## src/rtl/muldiv_pkg.sv

```systemverilog
package muldiv_pkg;
  // Bit 1 selects divide, bit 0 selects unsigned.
  typedef enum logic [1:0] {
    OP_MUL_S = 2'b00,
    OP_MUL_U = 2'b01,
    OP_DIV_S = 2'b10,
    OP_DIV_U = 2'b11
  } md_op_e;
endpackage

```

## src/rtl/muldiv_prep.sv

```systemverilog
module muldiv_prep
  import muldiv_pkg::*;
#(
  parameter int XLEN = 32
) (
  input  md_op_e            op,
  input  logic [XLEN-1:0]   a,
  input  logic [XLEN-1:0]   b,
  output logic [XLEN-1:0]   mag_a,
  output logic [XLEN-1:0]   mag_b,
  output logic              neg_main,
  output logic              neg_rem
);
  logic sgn_a, sgn_b;

  always_comb begin
    sgn_a    = (op[0] == 1'b0) && a[XLEN-1];
    sgn_b    = (op[0] == 1'b0) && b[XLEN-1];
    mag_a    = sgn_a ? (~a + 1'b1) : a;
    mag_b    = sgn_b ? (~b + 1'b1) : b;
    neg_main = sgn_a ^ sgn_b;
    neg_rem  = sgn_a;
  end
endmodule

```

## src/rtl/muldiv_step.sv

```systemverilog
module muldiv_step #(
  parameter int XLEN = 32,
  localparam int DW = 2 * XLEN
) (
  input  logic            is_div,
  input  logic [DW-1:0]   work_i,
  input  logic [XLEN-1:0] mcand_i,
  output logic [DW-1:0]   work_o
);
  logic [XLEN:0]   mul_sum;
  logic [XLEN:0]   rem_sh;
  logic [XLEN-1:0] rem_dif;
  logic            borrow;

  always_comb begin
    // shift-and-add: add the operand to the upper half when the lsb is set, then shift right
    mul_sum = {1'b0, work_i[DW-1:XLEN]} + (work_i[0] ? {1'b0, mcand_i} : '0);
    // restoring step: shift the next dividend bit into the partial remainder, then try to subtract
    rem_sh  = {work_i[DW-1:XLEN], work_i[XLEN-1]};
    borrow  = rem_sh < {1'b0, mcand_i};
    rem_dif = rem_sh[XLEN-1:0] - mcand_i;
    if (!is_div)
      work_o = {mul_sum, work_i[XLEN-1:1]};
    else if (borrow)
      work_o = {rem_sh[XLEN-1:0], work_i[XLEN-2:0], 1'b0};
    else
      work_o = {rem_dif, work_i[XLEN-2:0], 1'b1};
  end
endmodule

```

## src/rtl/muldiv_fix.sv

```systemverilog
module muldiv_fix #(
  parameter int XLEN = 32,
  localparam int DW = 2 * XLEN
) (
  input  logic            is_div,
  input  logic            neg_main,
  input  logic            neg_rem,
  input  logic            div_zero,
  input  logic [XLEN-1:0] dividend,
  input  logic [DW-1:0]   work,
  output logic [XLEN-1:0] hi,
  output logic [XLEN-1:0] lo
);
  logic [DW-1:0]   prod;
  logic [XLEN-1:0] quo, rem;

  always_comb begin
    prod = neg_main ? (~work + 1'b1) : work;
    quo  = neg_main ? (~work[XLEN-1:0] + 1'b1) : work[XLEN-1:0];
    rem  = neg_rem ? (~work[DW-1:XLEN] + 1'b1) : work[DW-1:XLEN];
    if (!is_div) begin
      hi = prod[DW-1:XLEN];
      lo = prod[XLEN-1:0];
    end else if (div_zero) begin
      hi = dividend;
      lo = '1;
    end else begin
      hi = rem;
      lo = quo;
    end
  end
endmodule

```

## src/rtl/muldiv_unit.sv

```systemverilog
module muldiv_unit
  import muldiv_pkg::*;
#(
  parameter int XLEN = 32
) (
  input  logic            clk,
  input  logic            rst_n,
  input  logic            start_i,
  input  logic [1:0]      op_i,
  input  logic [XLEN-1:0] opa_i,
  input  logic [XLEN-1:0] opb_i,
  output logic            busy_o,
  output logic            done_o,
  output logic [XLEN-1:0] hi_o,
  output logic [XLEN-1:0] lo_o
);
  localparam int DW = 2 * XLEN;
  localparam int CW = $clog2(XLEN) + 1;
  localparam logic [CW-1:0] LAST = CW'(XLEN - 1);

  // reset: asserted asynchronously, released on the clock
  logic [1:0] rsync_q;
  logic       rst_int_n;
  always_ff @(posedge clk or negedge rst_n) begin
    if (!rst_n) rsync_q <= 2'b00;
    else        rsync_q <= {rsync_q[0], 1'b1};
  end
  assign rst_int_n = rsync_q[1];

  // state
  logic            busy_q, busy_d, done_q, done_d;
  logic [CW-1:0]   cnt_q, cnt_d;
  logic [DW-1:0]   work_q, work_d, work_step;
  logic [XLEN-1:0] mcand_q, mcand_d, dvd_q, dvd_d;
  logic            isdiv_q, isdiv_d, negm_q, negm_d, negr_q, negr_d, dz_q, dz_d;
  logic [XLEN-1:0] hi_q, hi_d, lo_q, lo_d, fix_hi, fix_lo;
  logic [XLEN-1:0] mag_a, mag_b;
  logic            p_negm, p_negr;
  logic            ld_en, step_en, fin_en;
  md_op_e          op_in;

  assign op_in = md_op_e'(op_i);

  muldiv_prep #(.XLEN(XLEN)) u_prep (
    .op(op_in), .a(opa_i), .b(opb_i),
    .mag_a(mag_a), .mag_b(mag_b), .neg_main(p_negm), .neg_rem(p_negr)
  );

  muldiv_step #(.XLEN(XLEN)) u_step (
    .is_div(isdiv_q), .work_i(work_q), .mcand_i(mcand_q), .work_o(work_step)
  );

  muldiv_fix #(.XLEN(XLEN)) u_fix (
    .is_div(isdiv_q), .neg_main(negm_q), .neg_rem(negr_q), .div_zero(dz_q),
    .dividend(dvd_q), .work(work_step), .hi(fix_hi), .lo(fix_lo)
  );

  // enables
  always_comb begin
    ld_en   = start_i && !busy_q;
    step_en = busy_q;
    fin_en  = busy_q && (cnt_q == LAST);
  end

  // next state
  always_comb begin
    busy_d  = busy_q;
    done_d  = fin_en;
    cnt_d   = cnt_q;
    work_d  = work_q;
    mcand_d = mcand_q;
    dvd_d   = dvd_q;
    isdiv_d = isdiv_q;
    negm_d  = negm_q;
    negr_d  = negr_q;
    dz_d    = dz_q;
    hi_d    = fix_hi;
    lo_d    = fix_lo;
    if (ld_en) begin
      busy_d  = 1'b1;
      cnt_d   = '0;
      isdiv_d = op_i[1];
      work_d  = op_i[1] ? {{XLEN{1'b0}}, mag_a} : {{XLEN{1'b0}}, mag_b};
      mcand_d = op_i[1] ? mag_b : mag_a;
      dvd_d   = opa_i;
      negm_d  = p_negm;
      negr_d  = p_negr;
      dz_d    = op_i[1] && (opb_i == '0);
    end else if (step_en) begin
      work_d = work_step;
      cnt_d  = cnt_q + 1'b1;
      if (fin_en) busy_d = 1'b0;
    end
  end

  // registers
  always_ff @(posedge clk or negedge rst_int_n) begin
    if (!rst_int_n) begin
      busy_q <= 1'b0;
      done_q <= 1'b0;
      cnt_q  <= '0;
    end else begin
      done_q <= done_d;
      if (ld_en || step_en) begin
        busy_q <= busy_d;
        cnt_q  <= cnt_d;
      end
    end
  end

  always_ff @(posedge clk or negedge rst_int_n) begin
    if (!rst_int_n) begin
      work_q  <= '0;
      mcand_q <= '0;
      dvd_q   <= '0;
      isdiv_q <= 1'b0;
      negm_q  <= 1'b0;
      negr_q  <= 1'b0;
      dz_q    <= 1'b0;
    end else begin
      if (ld_en || step_en) work_q <= work_d;
      if (ld_en) begin
        mcand_q <= mcand_d;
        dvd_q   <= dvd_d;
        isdiv_q <= isdiv_d;
        negm_q  <= negm_d;
        negr_q  <= negr_d;
        dz_q    <= dz_d;
      end
    end
  end

  always_ff @(posedge clk or negedge rst_int_n) begin
    if (!rst_int_n) begin
      hi_q <= '0;
      lo_q <= '0;
    end else if (fin_en) begin
      hi_q <= hi_d;
      lo_q <= lo_d;
    end
  end

  assign busy_o = busy_q;
  assign done_o = done_q;
  assign hi_o   = hi_q;
  assign lo_o   = lo_q;
endmodule

```

## config.mk

```make
export PLATFORM = sky130hd
export DESIGN_NAME = muldiv_unit
export DESIGN_NICKNAME = d
export VERILOG_FILES = /design/src/rtl/muldiv_pkg.sv /design/src/rtl/muldiv_prep.sv /design/src/rtl/muldiv_step.sv /design/src/rtl/muldiv_fix.sv /design/src/rtl/muldiv_unit.sv
export SDC_FILE = /design/constraint.sdc
export NUM_CORES = 1
export LEC_CHECK = 0
export ABC_AREA = 1
export BUFFER_PORTS_ARGS = -buffer_cell sky130_fd_sc_hd__buf_2
export CAP_MARGIN = 20
export CORE_MARGIN = 2
export CORE_UTILIZATION = 40
export CTS_CLUSTER_SIZE = 12
export DETAILED_ROUTE_END_ITERATION = 6
export PLACE_DENSITY = 0.67
export SLEW_MARGIN = 0
export SYNTH_ARGS = -nofsm -noshare
export SYNTH_HDL_FRONTEND = slang
export SYNTH_SLANG_ARGS = --single-unit
```

## constraint.sdc

```tcl
create_clock -name clk -period 6.59 [get_ports clk]
set_clock_uncertainty 0.15 [all_clocks]
set_input_delay 0.3295 -clock clk [delete_from_list [all_inputs] [get_ports clk]]
set_output_delay 0.3295 -clock clk [all_outputs]
set_load 0.005 [all_outputs]
```

==> impl_metrics.py <==
metrics = {
    "setup_path": {
        "crit_arrival_ns": 5.31,
        "critPathRequiredTime_ns": 6.94,
        "crit_slowest_cell": "dfrtp_1",
        "cp-end-kind": "flop",
        "cpPeakStageDelay_ns": 0.46,
        "crit_fanout": 46,
        "worst-setup-path-type": "reg2reg",
        "cp-start-kind": "flop",
        "crit_path_frequent_cell": "nand2_1",
    },
    "yosys": {
        "ys_seq_elements": 206,
        "yosysSeqAreaShare_pct": 26.1,
        "postSynth.asyncResetShare_pct": 100,
        "yosys_warnings": 0,
        "synth_top_area_share_pct": 26.1,
        "synth-edff-count": 0,
        "synthTopCellsByCount": "1,041 x nand2_1, 458 x inv_1, 253 x nand3_1",
        "synth_top_area_cell": "dfrtp_1",
        "post-synth-top-count-cell": "nand2_1",
        "yosysUniqueCellTypes": 62,
        "synth_flop_cell": "dfrtp_1",
        "syn_inst": 3190,
        "synth.area.top_cells": "dfrtp_1 26%, nand2_1 20%, inv_1 8.7%",
        "synthesis.area_um2": 19700,
        "synth.avg_cell_area_um2": 6.19,
        "synth.net_count": 3330,
    },
    "place": {
        "post_dp_cell_area_um2": 20900,
        "gp_congestion": 1.04,
        "port_buffers": 134,
        "pre_cts_ws_ns": 1.77,
        "hpwl_um": 64800,
    },
    "detailed_routing": {
        "wl_um": 82800,
        "first_pass_iters": 6,
        "routed-wl-met2_um": 36000,
        "drt_iter0_markers": 2801,
        "vias": 22100,
        "met1_length_um": 34200,
        "routed.top_layer": "met4",
        "drc": 0,
        "via_per_inst": 5.55,
        "routed-wl-met3_um": 7510,
        "wl_per_cell_um": 20.8,
        "detail-route-antenna-nets": 0,
    },
    "floorplan": {
        "die_h_um": 226,
        "core_um2": 48800,
        "start_util_pct": 40.4,
        "num_io_pins": 135,
        "die_area_um2": 51100,
        "rows": 81,
        "die_x_um": 226,
    },
    "timing": {
        "fmax_mhz": 202,
        "relSlewSlack_pct": 14.9,
        "finalSetupTns_ns": 0,
        "rsz0062_at_grt": "false",
        "finalSetupViolations": 0,
        "finalCritPeriodShare_pct": 75.3,
        "worst_pin_slew_ns": 1.26,
        "final_max_slew_viol_count": 0,
        "hold_viol_final": 0,
        "setup_ws_ns": 1.63,
        "period_needed_ns": 4.96,
    },
    "clocking": {
        "root_buffer": "clkbuf_16",
        "cts_tree": "done",
        "path_clk_slew_ns": 0.06,
        "cts_made_buffers": 25,
        "postCtsSetupBuffers": 0,
        "insertion_delay_ns": 0.56,
        "clock-sinks": 206,
        "htree_levels": 1,
        "cts_resized": 0,
        "cts.path.max_buffers": 3,
    },
    "finish": {
        "nets": 3434,
        "syn_to_final_growth_pct": 12.0,
        "n_antenna_cell": 0,
        "drive_gt1_share_pct": 9.81,
        "nFillCells": 5182,
        "finish.instance_area_um2": 22100,
    },
    "global_routing": {
        "antenna_found_initial": 0,
        "grt_use_total_pct": 31.9,
        "grt_pass1_wl_um": 123000,
        "grt_pass1_vias": 20000,
        "overflow": 0,
        "grt_max_degree": 89,
    },
    "hold_path": {
        "hold_class": "in2reg",
    },
    "outcome": {
        "status": "finished, final reports clean",
    },
    "job": {
        "max-cap-violations": 0,
    },
}
metrics by stage:
stage               utilization, %  hold WS (ns)  instances
floorplan                        -        -0.116       3190
global placement              42.8       -0.0347       3896
detailed placement            42.8       -0.0333       3896
CTS                           45.2       0.00181       3976
global route                  45.3        0.0598       3977
finish                        45.3       0.00176       3977
state kept, by name, indices dropped and copies added (netlist names):
| register | count |
|---|---|
| mcand_q | 32 |
| rsync_q | 2 |
| negm_q | 1 |
| cnt_q | 6 |
| hi_o | 32 |
| isdiv_q | 1 |
| dz_q | 1 |
| negr_q | 1 |
| dvd_q | 32 |
| lo_o | 32 |
| done_o | 1 |
| busy_o | 1 |
| work_q | 64 |
layer usage:
layer | vias to the layer above | track usage (%)
li1 | 10500 | -
met1 | 10100 | 43.4
met2 | 1255 | 49.9
met3 | 250 | 3.63
met4 | 0 | 16.3
met5 | - | 0
layout by cell type (no fill, tap or decap), drive strengths merged, types with 3 or more instances in the layout:
cell type	Yosys	final
o32a	3	3
clkinv	4	11
nand2	1069	1069
o21a	10	10
a21oi	118	118
a31oi	4	4
a221o	6	6
o21bai	6	6
nand3b	10	10
xor2	69	69
nand3	268	268
o21ai	179	179
a22oi	31	31
nor4	10	10
o211ai	20	20
dlygate4sd3	0	34
xnor2	34	34
clkbuf	70	33
buf	45	158
o22a	4	4
dfrtp	206	206
nor3	43	43
o221ai	18	18
nand4	56	56
or2	15	15
bufinv	0	3
ha	69	69
nor2	276	276
o22ai	42	42
a2bb2oi	15	15
inv	474	475
layout make-up:
class,instances,area (um^2),area share (%)
multi-input cells,2391,12300,55.5
flip-flops and latches,206,5160,23.4
inverters,478,1800,8.12
repair buffers,192,1200,5.44
well taps,664,831,3.76
clock buffers,33,696,3.15
clock inverters,13,153,0.691
repair_timing:
action                     CTS  global route
hold endpoints to repair    34             0
setup endpoints to repair    0             0
hold buffers                34             0
critical path, delay by kind of cell (launching register included):
| kind | cells | cell delay (ns) |
|---|---|---|
| AO/OA/AOI/OAI | 3 | 0.58 |
| buffers and inverters | 4 | 0.30 |
| flip-flops | 1 | 0.46 |
| adder cells (fa/ha/maj) | 2 | 0.55 |
| AND/OR/NAND/NOR | 21 | 2.80 |
cell families (layout without fill, tap and decap cells):
group | count (synthesis) | in the layout | synth area share [%]
flip-flops | 206 | 206 | 26.1
adder cells (fa/ha/maj) | 71 | 71 | 4.58
other | 1 | 1 | 0.0190
XOR/XNOR | 103 | 103 | 4.57
AND/OR/NAND/NOR | 1750 | 1750 | 38.5
AO/OA/AOI/OAI | 466 | 466 | 14.3
buffers and inverters | 593 | 716 | 11.9
worst paths after layout:
| kind | startpoint | end | slack (ns) | cells after the start |
|---|---|---|---|---|
| max in group asynchronous | rsync_q[1] | isdiv_q | 4.70 | 1 |
| setup reg to reg | mcand_q[7] | hi_o[20] | 1.63 | 30 |
| min in group asynchronous | rsync_q[1] | lo_o[8] | 0.14 | 0 |
| hold reg to reg | rsync_q[1] | lo_o[8] | 0.14 | 0 |
| hold / removal | opb_i[29] | dz_q | 0.002 | 4 |
| setup / recovery | mcand_q[7] | hi_o[20] | 1.63 | 30 |
Power is not shown: default switching activity piles up to over one toggle a cycle in this logic, so the estimate is an artifact.
